## src/rtl/osd_mix_pkg.sv

```systemverilog
package osd_mix_pkg;

  typedef enum logic [1:0] {
    MIX_OR   = 2'b00,
    MIX_L1   = 2'b01,
    MIX_L2   = 2'b10,
    MIX_RSVD = 2'b11
  } mix_e;

  // Field order from msb to lsb: window, solid, biscan, flash, shadow, disp, mix[1:0]
  typedef struct packed {
    logic window_en;
    logic solid_en;
    logic biscan;
    logic flash_en;
    logic shadow_style;
    logic disp_en;
    mix_e mix;
  } osd_cfg_t;

  localparam int CFG_W = $bits(osd_cfg_t);
  localparam int WIN_W = 9;
  localparam int WIN_CENTER = 4;

endpackage

```

## src/rtl/osd_cfg_regs.sv

```systemverilog
module osd_cfg_regs
  import osd_mix_pkg::*;
(
  input  logic             clk,
  input  logic             rst_n,
  input  logic             wr_en,
  input  logic [CFG_W-1:0] wr_data,
  input  logic             vsync,
  output osd_cfg_t         cfg_active
);

  osd_cfg_t shadow_q, shadow_d;
  osd_cfg_t active_q, active_d;
  logic     vsync_q;
  logic     vs_edge;

  assign vs_edge = vsync & ~vsync_q;

  always_comb begin
    shadow_d = shadow_q;
    if (wr_en) shadow_d = osd_cfg_t'(wr_data);
  end

  always_comb begin
    active_d = active_q;
    if (vs_edge) active_d = shadow_q;
  end

  always_ff @(posedge clk or negedge rst_n) begin
    if (!rst_n) begin
      shadow_q <= '0;
      active_q <= '0;
      vsync_q  <= 1'b0;
    end else begin
      shadow_q <= shadow_d;
      active_q <= active_d;
      vsync_q  <= vsync;
    end
  end

  assign cfg_active = active_q;

endmodule

```

## src/rtl/osd_border_detect.sv

```systemverilog
module osd_border_detect
  import osd_mix_pkg::*;
#(
  parameter bit USE_DIAGONALS = 1'b1
) (
  input  logic [WIN_W-1:0] win,
  input  logic             shadow_style,
  output logic             is_border
);

  logic [WIN_W-1:0] full_mask;
  logic [WIN_W-1:0] shadow_mask;

  generate
    if (USE_DIAGONALS) begin : g_diag
      assign full_mask   = 9'h1EF;
      assign shadow_mask = 9'h00B;
    end else begin : g_ortho
      assign full_mask   = 9'h0AA;
      assign shadow_mask = 9'h00A;
    end
  endgenerate

  logic [WIN_W-1:0] sel_mask;
  assign sel_mask  = shadow_style ? shadow_mask : full_mask;
  assign is_border = ~win[WIN_CENTER] & (|(win & sel_mask));

endmodule

```

## src/rtl/osd_layer_mix.sv

```systemverilog
module osd_layer_mix
  import osd_mix_pkg::*;
#(
  parameter int COLOR_W = 4
) (
  input  logic [1:0]         dot,
  input  logic [1:0]         bg,
  input  logic [COLOR_W-1:0] color [2],
  input  logic               bg_hidden,
  input  mix_e               mix,
  output logic               any_dot,
  output logic               any_present,
  output logic [COLOR_W-1:0] mixed
);

  logic [1:0]         present;
  logic [COLOR_W-1:0] val [2];

  for (genvar i = 0; i < 2; i++) begin : g_layer
    assign present[i] = dot[i] | (bg[i] & ~bg_hidden);
    assign val[i]     = present[i] ? color[i] : '0;
  end

  assign any_dot     = |dot;
  assign any_present = |present;

  always_comb begin
    unique case (mix)
      MIX_L1:  mixed = present[0] ? val[0] : val[1];
      MIX_L2:  mixed = present[1] ? val[1] : val[0];
      default: mixed = val[0] | val[1];
    endcase
  end

endmodule

```

## src/rtl/osd_layer_mixer.sv

```systemverilog
module osd_layer_mixer
  import osd_mix_pkg::*;
#(
  parameter int                 COLOR_W      = 4,
  parameter logic [COLOR_W-1:0] BLANK_COLOR  = '0,
  parameter logic [COLOR_W-1:0] BORDER_COLOR = '1,
  parameter bit                 BORDER_DIAG  = 1'b1
) (
  input  logic               clk,
  input  logic               rst_n,
  input  logic               cfg_we,
  input  logic [7:0]         cfg_wdata,
  input  logic               vsync,
  input  logic               flash_phase,
  input  logic               l1_dot,
  input  logic [COLOR_W-1:0] l1_color,
  input  logic               l1_bg,
  input  logic               l2_dot,
  input  logic [COLOR_W-1:0] l2_color,
  input  logic               l2_bg,
  input  logic [8:0]         font_win,
  output logic [COLOR_W-1:0] pix_color,
  output logic               pix_en,
  output logic               mode_biscan,
  output logic               mode_solid,
  output logic               mode_window
);

  osd_cfg_t cfg_act;

  osd_cfg_regs u_cfg (
    .clk        (clk),
    .rst_n      (rst_n),
    .wr_en      (cfg_we),
    .wr_data    (cfg_wdata),
    .vsync      (vsync),
    .cfg_active (cfg_act)
  );

  logic is_border;

  osd_border_detect #(.USE_DIAGONALS(BORDER_DIAG)) u_border (
    .win          (font_win),
    .shadow_style (cfg_act.shadow_style),
    .is_border    (is_border)
  );

  logic [COLOR_W-1:0] lay_color [2];
  logic               any_dot, any_present;
  logic [COLOR_W-1:0] mixed;
  logic               bg_hidden;

  assign lay_color[0] = l1_color;
  assign lay_color[1] = l2_color;
  assign bg_hidden    = cfg_act.flash_en & ~flash_phase;

  osd_layer_mix #(.COLOR_W(COLOR_W)) u_mix (
    .dot         ({l2_dot, l1_dot}),
    .bg          ({l2_bg, l1_bg}),
    .color       (lay_color),
    .bg_hidden   (bg_hidden),
    .mix         (cfg_act.mix),
    .any_dot     (any_dot),
    .any_present (any_present),
    .mixed       (mixed)
  );

  logic [COLOR_W-1:0] color_d, color_q;
  logic               en_d, en_q;

  always_comb begin
    color_d = BLANK_COLOR;
    en_d    = 1'b0;
    if (cfg_act.disp_en) begin
      if (any_dot) begin
        color_d = mixed;
        en_d    = 1'b1;
      end else if (is_border) begin
        color_d = BORDER_COLOR;
        en_d    = 1'b1;
      end else if (any_present) begin
        color_d = mixed;
        en_d    = 1'b1;
      end
    end
  end

  always_ff @(posedge clk or negedge rst_n) begin
    if (!rst_n) begin
      color_q <= BLANK_COLOR;
      en_q    <= 1'b0;
    end else begin
      color_q <= color_d;
      en_q    <= en_d;
    end
  end

  assign pix_color   = color_q;
  assign pix_en      = en_q;
  assign mode_biscan = cfg_act.biscan;
  assign mode_solid  = cfg_act.solid_en;
  assign mode_window = cfg_act.window_en;

endmodule

```

## config.mk

```make
export PLATFORM = sky130hd
export DESIGN_NAME = osd_layer_mixer
export DESIGN_NICKNAME = d
export VERILOG_FILES = /design/src/rtl/osd_mix_pkg.sv /design/src/rtl/osd_cfg_regs.sv /design/src/rtl/osd_border_detect.sv /design/src/rtl/osd_layer_mix.sv /design/src/rtl/osd_layer_mixer.sv
export SDC_FILE = /design/constraint.sdc
export NUM_CORES = 1
export LEC_CHECK = 0
export CORE_ASPECT_RATIO = 1.1
export CORE_MARGIN = 3
export CORE_UTILIZATION = 41
export CTS_BUF_LIST = sky130_fd_sc_hd__clkbuf_16
export CTS_CLUSTER_SIZE = 20
export DETAILED_ROUTE_END_ITERATION = 16
export PLACE_DENSITY = 0.77
export REMOVE_ABC_BUFFERS = 1
export SLEW_MARGIN = 0
export SYNTH_ARGS = -nofsm -noshare
export SYNTH_HDL_FRONTEND = slang
export SYNTH_SLANG_ARGS = --single-unit
```

## constraint.sdc

```tcl
create_clock -name clk -period 1.5 [get_ports clk]
set_input_delay 0.3 -clock clk [delete_from_list [all_inputs] [get_ports clk]]
set_output_delay 0.3 -clock clk [all_outputs]
set_load 0.05 [all_outputs]
```

# After elaboration in Yosys (flattened, before gate mapping)
# Cells that the tools add are included.
[word_totals] ff_bits=22 output_inout_bits=8
[op_classes] eq_ne=2 mux=14 bitwise_logic=13 reduce_logical=3
[op_table] cell="4-bit two-way mux" count=8
[op_table] cell="9-bit AND" count=1
[op_table] cell="9-bit two-way mux" count=1
[op_table] cell="9-bit OR reduction" count=1
[op_table] cell="4-bit one-hot mux with 2 select lines" count=1
[op_table] cell="1-bit AND" count=5
[op_table] cell="1-bit two-way mux" count=4
[op_table] cell="1-bit NOT" count=4
[op_table] cell="4-bit bitwise OR" count=1
[op_table] cell="2-bit OR reduction" count=2
[op_table] cell="2-bit by 1-bit equality test with 1-bit output (second input constant)" count=1
[op_table] cell="2-bit equality test (second input constant)" count=1
[op_table] cell="1-bit bitwise OR" count=2

# Logic depth before layout (Yosys ltp)
# Gate-level depths: netlist (run 1).
[depth] depth_word=12 depth_mapped=5 mapped_depth_nobuf=5

# Hierarchy
# Synthesis (run 1) repeated with hierarchy kept, for this count alone.
[hier_totals] cells_unflattened=92 area_unflattened_um2=1132.3
[modules_own_cells] module="osd_cfg_regs" n_inst=1 cells_per_inst=36 area_each_um2=665.6 seq_area_each_um2=425.4
[modules_own_cells] module="osd_layer_mix" n_inst=1 cells_per_inst=35 area_each_um2=254.0 seq_area_each_um2=0.0
[modules_own_cells] module="osd_layer_mixer" n_inst=1 cells_per_inst=17 area_each_um2=187.7 seq_area_each_um2=125.1
[modules_own_cells] module="osd_border_detect" n_inst=1 cells_per_inst=4 area_each_um2=25.0 seq_area_each_um2=0.0

# Worst setup path before layout (run 1)
# OpenSTA, ideal clock, no wires.
[synth_path] kind="input port to flip-flop" startpoint="input font_win[2]" endpoint="register color_q[0], in the netlist pix_color[0]" setup_time_ns=0.128 arrival_time_ns=1.247 t_required_ns=1.372 slack_ns=0.126 cell_stages=5 path_cell_list="or4_1 -> o21bai_1 -> a21oi_1 -> o21ai_2 -> a21oi_1"
[synth_via] elab_chain_cells=6
[synth_lines] element="start, declared" line_no="osd_layer_mixer.sv:21" source="input logic [8:0] font_win,"
[synth_lines] element="9-bit AND" line_no="osd_border_detect.sv:26" source="assign is_border = ~win[WIN_CENTER] & (|(win & sel_mask));"
[synth_lines] element="9-bit OR reduction" line_no="osd_border_detect.sv:26"
[synth_lines] element="1-bit AND" line_no="osd_border_detect.sv:26"
[synth_lines] element="4-bit two-way mux" line_no="osd_layer_mixer.sv:78" source="end else if (is_border) begin"
[synth_lines] element="4-bit two-way mux" line_no="osd_layer_mixer.sv:75" source="if (any_dot) begin"
[synth_lines] element="4-bit two-way mux" line_no="osd_layer_mixer.sv:74" source="if (cfg_act.disp_en) begin"
[synth_lines] element="net color_d[0]" line_no="osd_layer_mixer.sv:68" source="logic [COLOR_W-1:0] color_d, color_q;"
[synth_lines] element="end signal, assigned" line_no="osd_layer_mixer.sv:93" source="color_q <= color_d;"
[synth_lines] element="end, declared" line_no="osd_layer_mixer.sv:68"
# The timed path passes the listed nets, and every way through them passes these cells.
# A chain may end at the register's enable or synchronous reset.

# Worst setup path after layout (run 1)
[layout_path] startpoint="input flash_phase" endpoint="register color_q[0], in the netlist pix_color[0]"
[layout_via] elab_chain_cells=12
[layout_lines] element="start, declared" line_no="osd_layer_mixer.sv:14" source="input logic flash_phase,"
[layout_lines] element="1-bit NOT *" line_no="osd_layer_mixer.sv:55" source="assign bg_hidden = cfg_act.flash_en & ~flash_phase;"
[layout_lines] element="1-bit AND *" line_no="osd_layer_mixer.sv:55"
[layout_lines] element="1-bit NOT *" line_no="osd_layer_mix.sv:20" source="assign present[i] = dot[i] | (bg[i] & ~bg_hidden);"
[layout_lines] element="1-bit AND" line_no="osd_layer_mix.sv:20"
[layout_lines] element="1-bit bitwise OR" line_no="osd_layer_mix.sv:20"
[layout_lines] element="4-bit two-way mux" line_no="osd_layer_mix.sv:21" source="assign val[i] = present[i] ? color[i] : '0;"
[layout_lines] element="4-bit bitwise OR, or another cell as far along" line_no="osd_layer_mix.sv:31" source="default: mixed = val[0] | val[1];"
[layout_lines] element="4-bit one-hot mux with 2 select lines" line_no="osd_layer_mix.sv:28" source="unique case (mix)"
[layout_lines] element="4-bit two-way mux" line_no="osd_layer_mixer.sv:81" source="end else if (any_present) begin"
[layout_lines] element="4-bit two-way mux" line_no="osd_layer_mixer.sv:78"
[layout_lines] element="4-bit two-way mux *" line_no="osd_layer_mixer.sv:75"
[layout_lines] element="4-bit two-way mux *" line_no="osd_layer_mixer.sv:74"
[layout_lines] element="net color_d[0]" line_no="osd_layer_mixer.sv:68"
# The timed path passes the listed nets; every way through them passes the cells marked *.

==> run summary, run 1 <==
The worst setup path is launched from an input port. At the end of routability-driven placement, the weighted congestion stood at 0.7790. Data on the critical path is required at its endpoint by 1.63 ns. The flow ran to the end, and the final reports show no timing, DRC or antenna violations. A synthesized cell averages 12.06 um^2. In the final layout, the multi-input gates occupy 473.0 um^2. The area of the mapped netlist came out at 0.001001 mm^2.

After layout, the minimum clock period comes to 1.428 ns. The first global-routing pass estimated 4209 um of wire. In the layout the commonest cells are 29 x sky130_fd_sc_hd__clkdlybuf4s50_1, 22 x sky130_fd_sc_hd__dfrtp_1, 12 x sky130_fd_sc_hd__mux2_2, 8 x sky130_fd_sc_hd__buf_12, 7 x sky130_fd_sc_hd__o21ai_0. After global routing the overflow that remains totals 0. The total I/O pin count is 42.

For this configuration, the core starts out at a cell density of 44.00%. The run gives 154 as the filler cell count. The number of failing setup endpoints in the final timing report was 0; the number of antenna violations at the first check in global routing was 0. By area the synthesized netlist is led by sky130_fd_sc_hd__dfrtp_1 55%, sky130_fd_sc_hd__mux2_2 13%, sky130_fd_sc_hd__a21oi_1 3.5%. Dominant combinational cell family by area after synthesis: compound AO/OA/AOI/OAI gates. The final layout contains 168 nets. The worst-skew pair later-pin latency is 0.25 ns, and the placed wire-length estimate is 1861 um.

The logs give 55.00% for the share of synthesized area occupied by flip-flops and latches and 22 for the number of clock sinks. The total area inside the core boundary comes to 0.002275 mm^2. For the worst setup path, the data arrival time is 1.56 ns. The category of the most critical setup path was in2reg. The die outline width is 53.11 um. The vias per cell was 5.335; the accumulated negative setup slack was 0 ns. Summing the areas of all compound-gate instances in the mapped netlist gives 19.63% of the synthesized area. The sequential cells in the finished layout cover a total of 550.5 um^2. After clock tree synthesis, the clock-pin slew on the worst setup and hold paths is 0.06 ns. Number of design-rule violations left by the first detailed-router iteration: 15. The type of the tightest min-delay check is in2async. Of the total synthesized cell area, the portion taken by XOR and XNOR cells is 0%. The final period utilization is 95.22%. The worst-case IR drop observed on VDD is 0.001102 V. The run gives 0 as the number of remaining DRC errors. The post-synthesis register bit count is 22. The length of the first detailed-routing pass in iterations is 4.

In this run the worst path has a maximum fanout of 5. Clock skew on the completed layout was measured at 0.002253 ns. Setup repair after global routing left no endpoint under its margin. Of the total synthesized cell area, the portion taken by AND, OR, NAND and NOR gates is 4.875%. The run gives 0 as the number of pins exceeding their max-slew limit in the final report. The fraction of layout instances using a drive strength above 1 works out to 27.48%.

The multiplexer area fraction after synthesis was 15.75%. For this run, the top clock speed supported by timing is 700.2 MHz. Once the clock tree was built, the setup fixing pass inserted 0 buffers. The die area was 0.003071 mm^2. The synthesized design devotes to its leading area cell type 55.00% of total area. The count of max-cap constraint violations was 0. The standard-cell row count is 18, and the total track usage is 18.07%. The remaining max-slew budget at the tightest pin is 82.22%.

For this design the static power due to leakage is 0.0007224 uW. The share of synthesized cell area in full adder, half adder and majority cells is 2.500%, and the final-layout worst hold slack is 0.3957 ns. The tools report the total number of H-tree levels as 1.

The total CTS buffers is 3. The number of antenna diodes in the final layout is 0. The commonest non-fill, non-tap cell in the layout is sky130_fd_sc_hd__clkdlybuf4s50_1.

The cell sitting at the root of the clock tree is a sky130_fd_sc_hd__clkbuf_16. Stage delay of the slowest cell on the critical path: 0.41 ns. The detail route stage leaves a number of antenna-violating nets equal to 0. STA classifies the critical path endpoint as a register. Via count of the first global-routing pass: 991. Entering global routing, the biggest net connects 23 pins. The post-synthesis to final-layout area growth came out at 70.38%. Yosys mapped the design onto 20 distinct sky130hd cell types. From bottom edge to top edge, the die measures 57.82 um. For the pin with the worst max-slew slack, the measured transition is 0.2667 ns. Walking the worst path, the cells encountered are clkdlybuf4s50_1 > nand2b_4 > a21o_1 > a22oi_1 > a31o_1 > a21oi_1.

After detailed routing, the total wire length is 2546 um. OpenSTA, run right after detailed placement, puts the worst setup slack at -0.3850 ns. Dominant cell type by area after synthesis: sky130_fd_sc_hd__dfrtp_1.

The number of vias after detailed routing was 859; the number of endpoints with negative hold slack in the final report was 0. Synthesis produced a netlist whose cell count is 83. The cell area power density was 1269 mW/mm^2; the number of port buffers was 41.

TritonCTS built the clock tree. Across all setup checks in the final design, the least slack found is 0.07175 ns. The count of synthesis-stage warnings from yosys was 0. After detailed routing, the average wire length per cell comes to 15.81 um. The cell with the largest stage delay on the worst path is sky130_fd_sc_hd__clkdlybuf4s50_1. The number of buffers on the longest clock path came out at 2.
[final timing paths]
| path | startpoint | to | slack (ns) | cells after the start |
|---|---|---|---|---|
| setup / recovery | flash_phase | pix_color[0] | 0.07 | 6 |
| hold / removal | rst_n | u_cfg.cfg_active[6] | 0.40 | 2 |
| setup reg to reg | u_cfg.cfg_active[1] | pix_color[1] | 0.13 | 5 |
| hold reg to reg | u_cfg.shadow_q[1] | u_cfg.cfg_active[1] | 0.48 | 2 |
| max in group asynchronous | rst_n | pix_color[1] | 0.89 | 2 |
| min in group clk | u_cfg.shadow_q[1] | u_cfg.cfg_active[1] | 0.48 | 2 |
[cell families (layout without fill, tap and decap cells)]
group                      after synthesis  after routing
AOI/OAI and AO/OA                       30             30
adders and majority gates                2              2
buffers and inverters                    6             54
DFF                                     22             22
muxes                                   14             14
and+or+nand+nor                          9              9
[registers in the layout, summed over array words and instances (netlist names)]
signal	cells
u_cfg.cfg_active	8
pix_en	1
u_cfg.shadow_q	8
u_cfg.vsync_q	1
pix_color	4
[layout make-up]
class / instances / area share, %
Sequential cell: 22 / 32.28
Timing Repair Buffer: 46 / 30.74
Multi-Input combinational cell: 55 / 27.73
Clock buffer: 3 / 4.402
Tap cell: 30 / 2.201
Clock inverter: 1 / 1.761
Inverter: 4 / 0.8804
[through the flow]
stage                     util [%]  power, uW  area (um^2)  std cells
final                        74.97       2164         1705        161
after CTS                    73.49       2154         1672        161
after global routing         74.97       2268         1705        161
after floorplan                  -       1053        993.5         81
after detailed placement     68.54       1423         1559        157
after global placement       68.54       1405         1559        157
[critical path: cells and delay by family]
kind                   cells  cell delay, ns
AOI/OAI and AO/OA          4            0.65
buffers and inverters      1            0.41
and+or+nand+nor            1            0.18
[synth_stat cells (all sizes together)]
cell type  count
dfrtp         22
mux2          14
o21ai          8
a21oi          7
a22oi          4
a31o           4
inv            4
nand2          4
o31ai          4
a21o           2
clkbuf         2
ha             2
nand2b         1
nor2           1
nor2b          1
nor3           1
o21bai         1
or4            1
[power breakdown]
group	leakage [uW]	switching, uW	total (uW)	internal [uW]
clock	0.0000511	194	723	529
combinational	0.000406	329	687	359
sequential	0.000265	69.5	754	684
[what timing repair did]
item	CTS	global route
setup endpoints to repair	5	5
cloned	0	0
pin swaps	4	3
gates resized for setup	8	6
hold buffers	0	0
[routing by layer]
layer | track usage, % | wire length, um | vias to the layer above
li1 | - | - | 399
met1 | 20.50 | 914 | 416
met2 | 32.09 | 1357 | 40
met3 | 5.656 | 221 | 4
met4 | 5.109 | 53 | 0
met5 | 0 | 0 | -
Power figures use the tool's default switching activity.
==> run 2, diff against run 1 <==
Settings changed: REMOVE_ABC_BUFFERS 1 to not set.
==> run 2 against run 1 <==
Global-route usage down 1.1 points. Design area down 2.5%. Clock power down 26%. Routed wire length down 4.3%. Worst hold slack better by 0.012 ns. Critical endpoint is now pix_color[3].
==> run summary, run 2 (synthesized netlist as in run 1, its figures left out) <==
The count of placed standard cells in the final layout, fillers left out is 160 (-0.62%), and the fraction of layout instances using a drive strength above 1 is 26.15% (-1.3 points). The number of clock sinks is 22 (unchanged), and the number of remaining DRC errors is 0 (unchanged). The maximum clock frequency was 686.1 MHz (-2.0%). The die area is 0.003071 mm^2 (unchanged), and the leakage dissipation is 0.0007078 uW (-2.0%). Standard-cell row count: 18 (unchanged). The logs give 0 (unchanged) for the antenna diode count and 168 (unchanged) for the count of nets after finishing.

The depth of the most critical reg-to-reg path works out to 5 (unchanged). TritonCTS built the clock tree. For the core utilization of the finished layout, the log shows 73.10% (-1.9 points). The total CTS buffers was 3 (unchanged); the critical path data required time was 1.63 ns (about the same). The length of the first detailed-routing pass in iterations is 4 (unchanged), and the total number of H-tree levels is 1 (unchanged). The cell area power density was 1178 mW/mm^2 (-7.1%); the total I/O pin count was 42 (unchanged). The run gives 0 (unchanged) as the number of endpoints with negative hold slack in the final report. The vertical extent of the die is 57.82 um (unchanged), and the count of max-cap constraint violations is 0 (unchanged). The vias per cell is 5.350 (+0.27%), and the overflow left after global routing is 0 (unchanged).

For the cell area after placement, the log shows 0.001559 mm^2 (unchanged). The min-delay analysis places its worst path in the category in2async. The number of vias after detailed routing was 856 (-0.35%). The accumulated negative setup slack was 0 ns (unchanged); the final period utilization was 97.16% (+1.9 points). The remaining max-slew budget at the tightest pin was 82.10% (-0.12 points); the clock skew after layout was 0.001076 ns (-0.001177 ns). The run gives 0.7768 (-0.28%) as the global placer's final weighted congestion.

The logs give 0.25 ns (about the same) for the worst-skew pair later-pin latency and 2 (unchanged) for the number of buffers on the longest clock path. The logs give 0 (unchanged) for the number of antenna-violating nets in the routed design and 16.97% (-1.1 points) for the total track usage. Leaving out fill and tap cells, the most frequent cell in the layout is sky130_fd_sc_hd__clkdlybuf4s50_1.

The tools report the placed wire-length estimate as 1848 um (-0.66%). The number of antenna violations at the first check in global routing was 0 (unchanged); the number of hold buffers added after cts was 0 (unchanged). The final critical-path required period works out to 1.457 ns (+0.02920 ns).

The logs give 23 (unchanged) for the maximum number of pins on one net before global-route repair and 44.00% (unchanged) for the initial core utilization. The worst-margin pin slew is 0.2685 ns (+0.001843 ns), and the post-synthesis to final-layout area growth is 66.12%. The run finished with clean final reports.

STA classifies the critical path endpoint as a register. The number of placed instances with taps included was 157 (unchanged). The number of nets in the synthesized netlist is 119, and the data arrival time of the critical path is 1.58 ns (+0.02 ns). The number of pins exceeding their max-slew limit in the final report is 0 (unchanged). The tools report the placeable core region as 0.002275 mm^2 (unchanged). For the filler cell count, the log shows 163 (+5.8%). Average wire per cell in the routed design: 15.23 um (-3.7%). Setup repair after global routing left no endpoint under its margin.

STA classifies the critical path startpoint as an input port. The root buffer cell chosen for the clock tree is sky130_fd_sc_hd__clkbuf_16. For the number of failing setup endpoints in the final timing report, the log shows 0 (unchanged). The clock transition time at the flip-flop clock pins of the worst setup and hold paths came out at 0.05 ns (about the same). The number of port buffers works out to 41 (unchanged). The top cell types in the final layout, fill and taps aside, are 29 x sky130_fd_sc_hd__clkdlybuf4s50_1, 22 x sky130_fd_sc_hd__dfrtp_1, 12 x sky130_fd_sc_hd__mux2_2, 8 x sky130_fd_sc_hd__buf_12, 7 x sky130_fd_sc_hd__o21ai_0. The die outline width was 53.11 um (unchanged); the number of design-rule violations left by the first detailed-router iteration was 32 (+17). The via count of the first global-routing pass was 865 (-13%). The worst setup path is of the in2reg kind. The wire length after detailed routing came out at 2437 um (-4.3%).

The run gives 3836 um (-8.9%) as the wire length of the first global-routing pass. The maximum resistive drop on vdd was 0.0009103 V (-17%); the design area was 0.001663 mm^2 (-2.5%). The worst-path maximum fanout came out at 5 (unchanged).
run 2: changes by cell type in the layout (fill, tap and decap cells not counted):
cell	before	now
sky130_fd_sc_hd__a21oi_1	3	4
sky130_fd_sc_hd__a21oi_2	2	1
sky130_fd_sc_hd__bufinv_16	1	0
sky130_fd_sc_hd__clkdlybuf4s15_1	1	0
sky130_fd_sc_hd__dlygate4sd2_1	3	4
sky130_fd_sc_hd__o21ai_2	0	1
sky130_fd_sc_hd__o21ai_4	1	0
run 2: what timing repair did:
action,4_1_cts,5_1_grt
buffers inserted,0,0
endpoints found under the setup margin,5,4
pin swaps,4,3
hold endpoints to repair,0,0
gates resized for setup,7,4
run 2: path summary, 6_finish.rpt:
path                                        to                 from  slack, ns
setup / recovery                  pix_color[3]          font_win[2]       0.04
hold / removal             u_cfg.cfg_active[6]                rst_n       0.41
setup reg to reg                  pix_color[3]  u_cfg.cfg_active[1]       0.15
hold reg to reg            u_cfg.cfg_active[1]    u_cfg.shadow_q[1]       0.48
max in group asynchronous         pix_color[2]                rst_n       0.88
min in group clk           u_cfg.cfg_active[1]    u_cfg.shadow_q[1]       0.48
run 2: worst max-delay path, stage by stage:
cell and delay (ns):
sky130_fd_sc_hd__dlygate4sd2_1 0.22, sky130_fd_sc_hd__or4_1 0.52, sky130_fd_sc_hd__o21bai_1 0.20, sky130_fd_sc_hd__a21oi_2 0.09, sky130_fd_sc_hd__o21ai_2 0.19, sky130_fd_sc_hd__a21oi_1 0.07
run 2: area by class of cell:
| type | instances | area [um^2] | area share (%) |
|---|---|---|---|
| Timing Repair Buffer | 46 | 523.0 | 31.45 |
| Sequential cell | 22 | 550.5 | 33.11 |
| Multi-Input combinational cell | 55 | 461.7 | 27.77 |
| Inverter | 4 | 15.01 | 0.9029 |
| Clock buffer | 3 | 75.07 | 4.515 |
| Tap cell | 30 | 37.54 | 2.257 |
run 2: through the flow:
step                power [uW]  hold WS [ns]  setup slack [ns]
finish                    1959        0.4078           0.04255
global route              2045        0.4297         0.0007377
CTS                       1963        0.4206           0.02096
detailed placement        1420        0.4711           -0.3642
global placement          1405        0.4602           -0.3085
floorplan                 1057      0.004409            0.1255
run 2: metal layers:
layer	up-vias	track usage, %	share of wire (%)	wire length (um)
met1	408	17.71	34	835
met2	47	33.33	58	1402
li1	401	-	-	-
met5	-	0	0	0
met3	0	3.342	8.2	199
met4	0	4.380	0	0
run 2: where the power goes:
part | switching [uW] | total (uW) | internal (uW) | leakage, uW
registers | 67.3 | 752 | 684 | 0.000265
clock network | 182 | 532 | 351 | 0.0000370
logic | 321 | 675 | 355 | 0.000406
total | 570 | 1960 | 1390 | 0.000708
==> run 3, diff against run 2 <==
Settings changed: SLEW_MARGIN 0 to 20.
==> results of run 3 <==
No change in the layout: final DEF, timing and power equal those of run 2.
